**src/rtl/lane_ecc_pkg.sv**
```systemverilog
package lane_ecc_pkg;
    localparam int unsigned LANE_DW = 8;
    localparam int unsigned LANE_HW = 4;
    localparam int unsigned LANE_CW = LANE_DW + LANE_HW + 1;

    // Hamming position of data bit idx: the idx-th position that is not a power of two
    function automatic logic [LANE_HW-1:0] hpos(input int unsigned idx);
        int unsigned n;
        logic [LANE_HW-1:0] r;
        n = 0;
        r = '0;
        for (int unsigned p = 1; p < (1 << LANE_HW); p++) begin
            if ((p & (p - 1)) != 0) begin
                if (n == idx) r = LANE_HW'(p);
                n++;
            end
        end
        return r;
    endfunction

    // Data bits covered by check bit k
    function automatic logic [LANE_DW-1:0] cover_mask(input int unsigned k);
        logic [LANE_DW-1:0] m;
        logic [LANE_HW-1:0] p;
        for (int unsigned i = 0; i < LANE_DW; i++) begin
            p = hpos(i);
            m[i] = p[k];
        end
        return m;
    endfunction

    localparam logic [LANE_HW-1:0] LANE_TOP_POS = hpos(LANE_DW - 1);
endpackage

```
**src/rtl/lane_ecc_enc.sv**
```systemverilog
module lane_ecc_enc
    import lane_ecc_pkg::*;
(
    input  logic [LANE_DW-1:0] data_i,
    output logic [LANE_CW-1:0] code_o
);
    logic [LANE_HW-1:0] chk;

    always_comb begin
        for (int unsigned k = 0; k < LANE_HW; k++) begin
            chk[k] = ^(data_i & cover_mask(k));
        end
        code_o = {^{chk, data_i}, chk, data_i};
    end
endmodule

```
**src/rtl/lane_ecc_dec.sv**
```systemverilog
module lane_ecc_dec
    import lane_ecc_pkg::*;
(
    input  logic [LANE_CW-1:0] code_i,
    output logic [LANE_DW-1:0] data_o,
    output logic               corr_o,
    output logic               unc_o
);
    logic [LANE_HW-1:0] syn;
    logic               odd;

    always_comb begin
        for (int unsigned k = 0; k < LANE_HW; k++) begin
            syn[k] = code_i[LANE_DW + k] ^ (^(code_i[LANE_DW-1:0] & cover_mask(k)));
        end
        odd    = ^code_i;
        data_o = code_i[LANE_DW-1:0];
        corr_o = 1'b0;
        unc_o  = 1'b0;
        if (odd) begin
            // odd weight: one flip, unless the syndrome points past the last position
            if (syn > LANE_TOP_POS) begin
                unc_o = 1'b1;
            end else begin
                corr_o = 1'b1;
                for (int unsigned i = 0; i < LANE_DW; i++) begin
                    if (syn == hpos(i)) data_o[i] = ~code_i[i];
                end
            end
        end else if (syn != '0) begin
            unc_o = 1'b1;
        end
    end
endmodule

```
**src/rtl/ecc_flag_merge.sv**
```systemverilog
module ecc_flag_merge #(
    parameter int unsigned LANES = 2
) (
    input  logic [LANES-1:0] corr_i,
    input  logic [LANES-1:0] unc_i,
    output logic             corr_o,
    output logic             unc_o
);
    always_comb begin
        corr_o = |corr_i;
        unc_o  = |unc_i;
    end
endmodule

```
**src/rtl/bytelane_ecc_codec.sv**
```systemverilog
module bytelane_ecc_codec
    import lane_ecc_pkg::*;
#(
    parameter int unsigned LANES   = 2,
    parameter bit          OUT_REG = 1'b1
) (
    input  logic                       clk,
    input  logic                       rst_n,
    input  logic [LANES*LANE_DW-1:0]   wr_data,
    output logic [LANES*LANE_CW-1:0]   wr_code,
    input  logic                       rd_en,
    input  logic [LANES*LANE_CW-1:0]   rd_code,
    output logic [LANES*LANE_DW-1:0]   rd_data,
    output logic                       flag_corr,
    output logic                       flag_uncorr,
    output logic                       flag_valid
);
    localparam int unsigned WORD_W = LANES * LANE_DW;

    typedef struct packed {
        logic [WORD_W-1:0] data;
        logic              corr;
        logic              unc;
        logic              vld;
    } hold_t;

    hold_t             hold_d, hold_q;
    logic [WORD_W-1:0] dec_data;
    logic [LANES-1:0]  lane_corr, lane_unc;
    logic              any_corr, any_unc;

    for (genvar g = 0; g < LANES; g++) begin : g_lane
        lane_ecc_enc u_enc (
            .data_i (wr_data[g*LANE_DW +: LANE_DW]),
            .code_o (wr_code[g*LANE_CW +: LANE_CW])
        );
        lane_ecc_dec u_dec (
            .code_i (rd_code[g*LANE_CW +: LANE_CW]),
            .data_o (dec_data[g*LANE_DW +: LANE_DW]),
            .corr_o (lane_corr[g]),
            .unc_o  (lane_unc[g])
        );
    end

    ecc_flag_merge #(.LANES(LANES)) u_merge (
        .corr_i (lane_corr),
        .unc_i  (lane_unc),
        .corr_o (any_corr),
        .unc_o  (any_unc)
    );

    always_comb begin
        hold_d     = hold_q;
        hold_d.vld = rd_en;
        if (rd_en) begin
            hold_d.data = dec_data;
            hold_d.corr = any_corr;
            hold_d.unc  = any_unc;
        end
    end

    always_ff @(posedge clk or negedge rst_n) begin
        if (!rst_n) hold_q <= '0;
        else        hold_q <= hold_d;
    end

    if (OUT_REG) begin : g_reg_out
        assign rd_data     = hold_q.data;
        assign flag_corr   = hold_q.corr;
        assign flag_uncorr = hold_q.unc;
        assign flag_valid  = hold_q.vld;

        AST_VALID_AFTER_READ: assert property (@(posedge clk) disable iff (!rst_n)
            rd_en |=> flag_valid);
        AST_RELEASE_IDLE: assert property (@(posedge clk) disable iff (!rst_n)
            !rd_en |=> !flag_valid);
        AST_HOLD_IDLE: assert property (@(posedge clk) disable iff (!rst_n)
            !rd_en |=> ($stable(rd_data) && $stable(flag_corr) && $stable(flag_uncorr)));
        AST_CLEAN_ROUNDTRIP: assert property (@(posedge clk) disable iff (!rst_n)
            (rd_en && rd_code == wr_code) |=>
                (!flag_corr && !flag_uncorr && rd_data == $past(wr_data)));
        AST_SINGLE_REPAIRED: assert property (@(posedge clk) disable iff (!rst_n)
            (rd_en && $countones(rd_code ^ wr_code) == 1) |=>
                (flag_corr && !flag_uncorr && rd_data == $past(wr_data)));
    end else begin : g_comb_out
        assign rd_data     = rd_en ? dec_data : hold_q.data;
        assign flag_corr   = rd_en ? any_corr : hold_q.corr;
        assign flag_uncorr = rd_en ? any_unc  : hold_q.unc;
        assign flag_valid  = rd_en;
    end
endmodule

```
**config.mk**
```make
export PLATFORM = sky130hd
export DESIGN_NAME = bytelane_ecc_codec
export DESIGN_NICKNAME = d
export VERILOG_FILES = /design/src/rtl/lane_ecc_pkg.sv /design/src/rtl/lane_ecc_enc.sv /design/src/rtl/lane_ecc_dec.sv /design/src/rtl/ecc_flag_merge.sv /design/src/rtl/bytelane_ecc_codec.sv
export SDC_FILE = /design/constraint.sdc
export NUM_CORES = 1
export LEC_CHECK = 0
export ABC_AREA = 1
export BUFFER_PORTS_ARGS = -buffer_cell sky130_fd_sc_hd__buf_4
export CAP_MARGIN = 20
export CORE_MARGIN = 2
export CORE_UTILIZATION = 51
export CTS_CLUSTER_SIZE = 14
export DETAILED_ROUTE_END_ITERATION = 7
export GPL_TIMING_DRIVEN = 1
export PLACE_DENSITY_LB_ADDON = 0.2
export SLEW_MARGIN = 20
export SYNTH_ARGS = -nofsm -noshare
export SYNTH_HDL_FRONTEND = slang
export SYNTH_SLANG_ARGS = --single-unit
```
**constraint.sdc**
```tcl
create_clock -name clk -period 1.5 [get_ports clk]
set_input_delay 0.3 -clock clk [delete_from_list [all_inputs] [get_ports clk]]
set_output_delay 0.3 -clock clk [all_outputs]
set_load 0.02 [all_outputs]
```
==> summary.md, run 1 <==
| Metric | Value |
|---|---|
| Largest net degree at the start of global routing | 22 |
| Pre-CTS WS | -0.2965 ns |
| WEP type | output port |
| Post-Synth Simple-Gate Area | 0.5738 |
| Post-Syn Area per Cell | 5.534 um^2 |
| Error | [ERROR DPL-0038] Utilization greater than 100%, impossible to legalize |
| Die Width | 74.73 um |
| Status | did not finish |
| Die Y | 74.73 um |
| Synth warnings | 0 |
| Netlist cell types | 20 |
| Final GP Congestion | 0.8938 |
| GR repair worst EP | wr_code[12] |
| #FFs+latches synth | 19 |
| Compound-Gate Fraction of Synth Area | 0.004414 |
| Fail Step | global routing |
| Net Count, Synth | 506 |
| Mapped cell area | 2551 um^2 |
| HPWL after detailed placement | 6.266 mm |
| Placed cells | 662 |
| Largest family of logic cells by synthesized area | simple AND/OR/NAND/NOR gates |
| Xor/xnor cell area share of the yosys netlist | 0.1099 |
| Sink Count | 19 |
| Proportion of synthesized area in mux cells | 0 |
| Root Driver | clkbuf_8 |
| CTS Buffer Depth | 2 |
| # rows | 25 |
| Ports | 90 |
| H-tree levels | 1 |
| CTS buffer count | 3 |
| Mapped Cells | 461 |
| Starting Density | 0.5331 |
| Area share of fa/ha/maj cells after synthesis | 0 |
| Seq/Total Area, Yosys | 0.1864 |
| IO Port Bufs | 89 |
cells by family after synthesis:
kind of cell,Yosys count
and+or+nand+nor,344
DFF,19
buffers and inverters,64
xor gates and xnor gates,32
AOI/OAI and AO/OA,2
repair_timing:
item	CTS
hold endpoints to repair	19
resized for setup	30
hold buffers	1
pin swaps	13
buffers inserted	3
endpoints found under the setup margin	8
cells in the mapped netlist:
cell type / n / area [um^2]
a31oi_1: 1 / 6.260
buf_2: 1 / 5.000
buf_4: 17 / 127.6
buf_6: 2 / 22.52
clkbuf_1: 2 / 7.510
clkinv_1: 1 / 3.750
dfrtp_1: 19 / 475.5
inv_1: 33 / 123.9
inv_2: 8 / 30.03
nand2_1: 231 / 867.1
nand2_2: 7 / 43.79
nand3_1: 65 / 325.3
nand3_2: 2 / 20.02
nand3b_1: 1 / 7.510
nand4_1: 17 / 106.4
nor2_1: 19 / 71.32
nor2_4: 2 / 22.52
o21ai_0: 1 / 5.000
xnor2_1: 20 / 175.2
xor2_1: 12 / 105.1
through the flow:
stage          hold slack (ns)  cell area, um^2
2_1_floorplan         0.004409             2615
3_3_place_gp            0.1787             3732
3_5_place_dp            0.1806             3732
4_1_cts                 0.3080             3969
==> run 2, diff against run 1 <==
--- a/config.mk
+++ b/config.mk
@@ -9,11 +9,10 @@
 export BUFFER_PORTS_ARGS = -buffer_cell sky130_fd_sc_hd__buf_4
 export CAP_MARGIN = 20
 export CORE_MARGIN = 2
-export CORE_UTILIZATION = 51
-export CTS_CLUSTER_SIZE = 14
+export CORE_UTILIZATION = 40
 export DETAILED_ROUTE_END_ITERATION = 7
 export GPL_TIMING_DRIVEN = 1
-export PLACE_DENSITY_LB_ADDON = 0.2
+export PLACE_DENSITY_LB_ADDON = 0.15
 export SLEW_MARGIN = 20
 export SYNTH_ARGS = -nofsm -noshare
 export SYNTH_HDL_FRONTEND = slang
==> run 2 against run 1 <==
- the flow now finishes, with violations (negative setup slack)
- synthesized cell count is the same
- area after synthesis is the same
==> summary.md, run 2 <==
| Metric | Value |
|---|---|
| Status | finished, violations left |
| Failing checks | negative setup slack |
| Ranking of synthesized cells by area | nand2_1, dfrtp_1, nand3_1, xnor2_1, buf_4 |
| #FFs+latches synth | 19 (unchanged) |
| H-tree levels | 1 (unchanged) |
| First-pass GRT wire length | 12.86 mm |
| Final Worst Setup Slack | -0.2527 ns |
| Final antenna diode count | 0 |
| Final GP Congestion | 0.9129 (+2.1%) |
| Max reg flops | 16 |
| Worst Setup Path Type | primary input to output pin |
| CP max FO | 2 |
| Post-Syn Area per Cell | 5.534 um^2 (unchanged) |
| Placed cell area | 3777 um^2 (+1.2%) |
| Most common cell after layout, fill and taps aside | nand2_1 |
| Design area | 4606 um^2 |
| Final Slew Violations | 0 |
| GR Util All Layers | 0.2122 |
| Hold Vio Cnt, Final | 0 |
| Vias per inst | 4.939 |
| Area share of fa/ha/maj cells after synthesis | 0 (unchanged) |
| Post-layout power | 0.003098 W |
| Crit path depth | 7 |
| CTS tree | done |
| CTS buffer count | 3 (unchanged) |
| Most frequent cells in the layout | nand2_1, buf_4, nand2_2 |
| First-pass DRT Iterations | 4 |
| Worst Reg-to-Reg Cells | 2 |
| Top-count cell post-synth | nand2_1 |
| Pwr per Cell Area | 672.6 nW/um^2 |
| Buffers & Inverters on Critical Path | 2 |
| Antenna violations before repair | 0 |
| # nets final | 656 |
| Mapped Cells | 461 (unchanged) |
| Main synth FF type | dfrtp_1 |
| Family with the most delay on the worst path | XOR/XNOR gates |
| Detailed Route Iter0 Violations | 190 |
| Net Count, Synth | 506 (unchanged) |
| Pre-CTS WS | -0.2929 ns (+0.003635 ns) |
| Ports | 90 (unchanged) |
| Netlist cell types | 20 (unchanged) |
| Xor/xnor cell area share of the yosys netlist | 0.1099 (unchanged) |
| Leading area contributor after synthesis | nand2_1 |
| Worst-Margin Slew | 0.3132 ns |
| Slew HR | 0.7902 |
| Remaining antenna violation count after routing | 0 |
| HPWL after detailed placement | 6.142 mm (-2.0%) |
| Ys async rst share | 1.000 (unchanged) |
| Post-Synth Simple-Gate Area | 0.5738 (unchanged) |
| Root Driver | clkbuf_8 |
| Proportion of synthesized area in mux cells | 0 (unchanged) |
| RSZ-0062 raised after global routing | true |
| Setup violations, final | 2 |
| Post-synth top area share | 0.3399 (unchanged) |
| Tmin final | 1.753 ns |
| Sink Count | 19 (unchanged) |
| Largest family of logic cells by synthesized area | simple AND/OR/NAND/NOR gates |
| WHS Path Cells | 1 |
| Core ar. | 6241 um^2 |
| Fmax | 0.5705 GHz |
| Req. time, crit path | 1.20 ns |
| Clk Latency, worst-skew pair | 0.25 ns |
| Compound-Gate Fraction of Synth Area | 0.004414 (unchanged) |
| Fraction of layout cells with a size suffix above 1 | 0.5459 |
| Crit share post-route | 1.168 |
| Crit. End Element | output pin |
| Routed len/inst | 12.26 um |
| Die Y | 83.86 um (+12%) |
| IO Port Bufs | 89 (unchanged) |
| Post-route DRC | 0 |
| Worst path cell trace | buf_8 > xnor2_4 > xnor2_2 > xor2_2 > xor2_1 > xor2_2 > buf_4 |
| Vias post-DR | 3393 |
| Starting Density | 0.4088 (-0.1243) |
| CP arrival | 1.45 ns |
| CP most frequent cell | xor2_2 |
| Grt ovf | 0 |
| Routed WL | 8.423 mm |
| Layout Skew | 0 ns |
| Largest stage delay, worst path | 0.26 ns |
| Commonest cells post-synth | nand2_1, nand3_1, inv_1 |
| Area Overhead vs Synth | 80.53% |
| CP Launch Type | primary input |
| # rows | 29 (+16%) |
| CTS Buffer Depth | 2 (unchanged) |
| Mapped cell area | 2551 um^2 (unchanged) |
| Worst Hold Class | primary input to register |
| Clock slew at reported path FFs | 0.07 ns |
| Synth warnings | 0 (unchanged) |
| Number of global-route vias before repair | 3103 |
| Leak | 2.497 nW |
| Seq/Total Area, Yosys | 0.1864 (unchanged) |
| Die area | 7033 um^2 |
| Peak VDD IR | 0.5879 mV |
| Slowest cell on crit path | xor2_1 |
| Number of synthesized flops with an enable pin | 0 (unchanged) |
| Die Width | 83.86 um (+12%) |
| Max-cap violations | 0 |
| Largest net degree at the start of global routing | 22 |
==> run 2: cell counts after synthesis <==
Identical to the previous run, type by type.
==> run 2: layout make-up <==
type	count	area, um^2
repair buffers	167	1425
well taps	77	96.34
fillers	530	1635
clock buffers	4	45.04
flip-flops and latches	19	475.5
multi-input cells	378	2366
inverters	42	197.7
==> run 2: timing repair <==
action	4_1_cts	5_1_grt
setup endpoints to repair	5	24
pin swaps	11	60
endpoints found under the hold margin	19	0
hold buffers	1	0
buffers inserted	1	2
cloned	0	1
gates resized for setup	21	194
==> run 2: through the flow <==
stage / setup TNS [ns] / utilization / instances / hold WS [ns]
6_report: -0.3005 / 0.7380 / 687 / 0.3144
5_1_grt: -0.9220 / 0.7380 / 687 / 0.3162
4_1_cts: -0.2735 / 0.6381 / 684 / 0.3010
3_5_place_dp: -4.687 / 0.6053 / 678 / 0.1862
3_3_place_gp: -3.867 / 0.6053 / 678 / 0.1838
2_1_floorplan: -0.2597 / - / 461 / 0.004409
==> run 2: kinds of logic (layout without fill, tap and decap cells) <==
logic type	after synthesis	after routing
buffers and inverters	64	213
flip-flops	19	19
AND/OR/NAND/NOR	344	344
XOR/XNOR	32	32
AO/OA/AOI/OAI	2	2
==> run 2: worst register-to-register path, cell delays in order, from the launching register on <==
cell and delay, ns:
dfrtp_1 0.39, nor2_1 0.09, a31oi_1 0.04
==> run 2: power breakdown <==
part,switching (W),internal [W]
Clock,0.000155,0.000188
Combinational,0.00115,0.000989
Sequential,0.0000385,0.000572
==> run 2: metal layers <==
metal,part of all wire,vias up,track usage
met5,0,-,0
met3,0.031,4,0.01484
met2,0.56,76,0.4044
met1,0.41,1574,0.2696
li1,-,1739,-
met4,0.0056,0,0.02199
==> run 2: worst paths after layout <==
check	from	to	slack [ns]
setup / recovery	wr_data[0]	wr_code[12]	-0.25
setup reg to reg	flag_corr	flag_corr	0.86
min in group asynchronous	rst_n	rd_data[6]	0.45
hold reg to reg	rd_data[10]	rd_data[10]	0.49
hold / removal	rd_en	flag_valid	0.31
max in group asynchronous	rst_n	rd_data[2]	0.85
No activity file was read; power rests on OpenSTA's default activity.
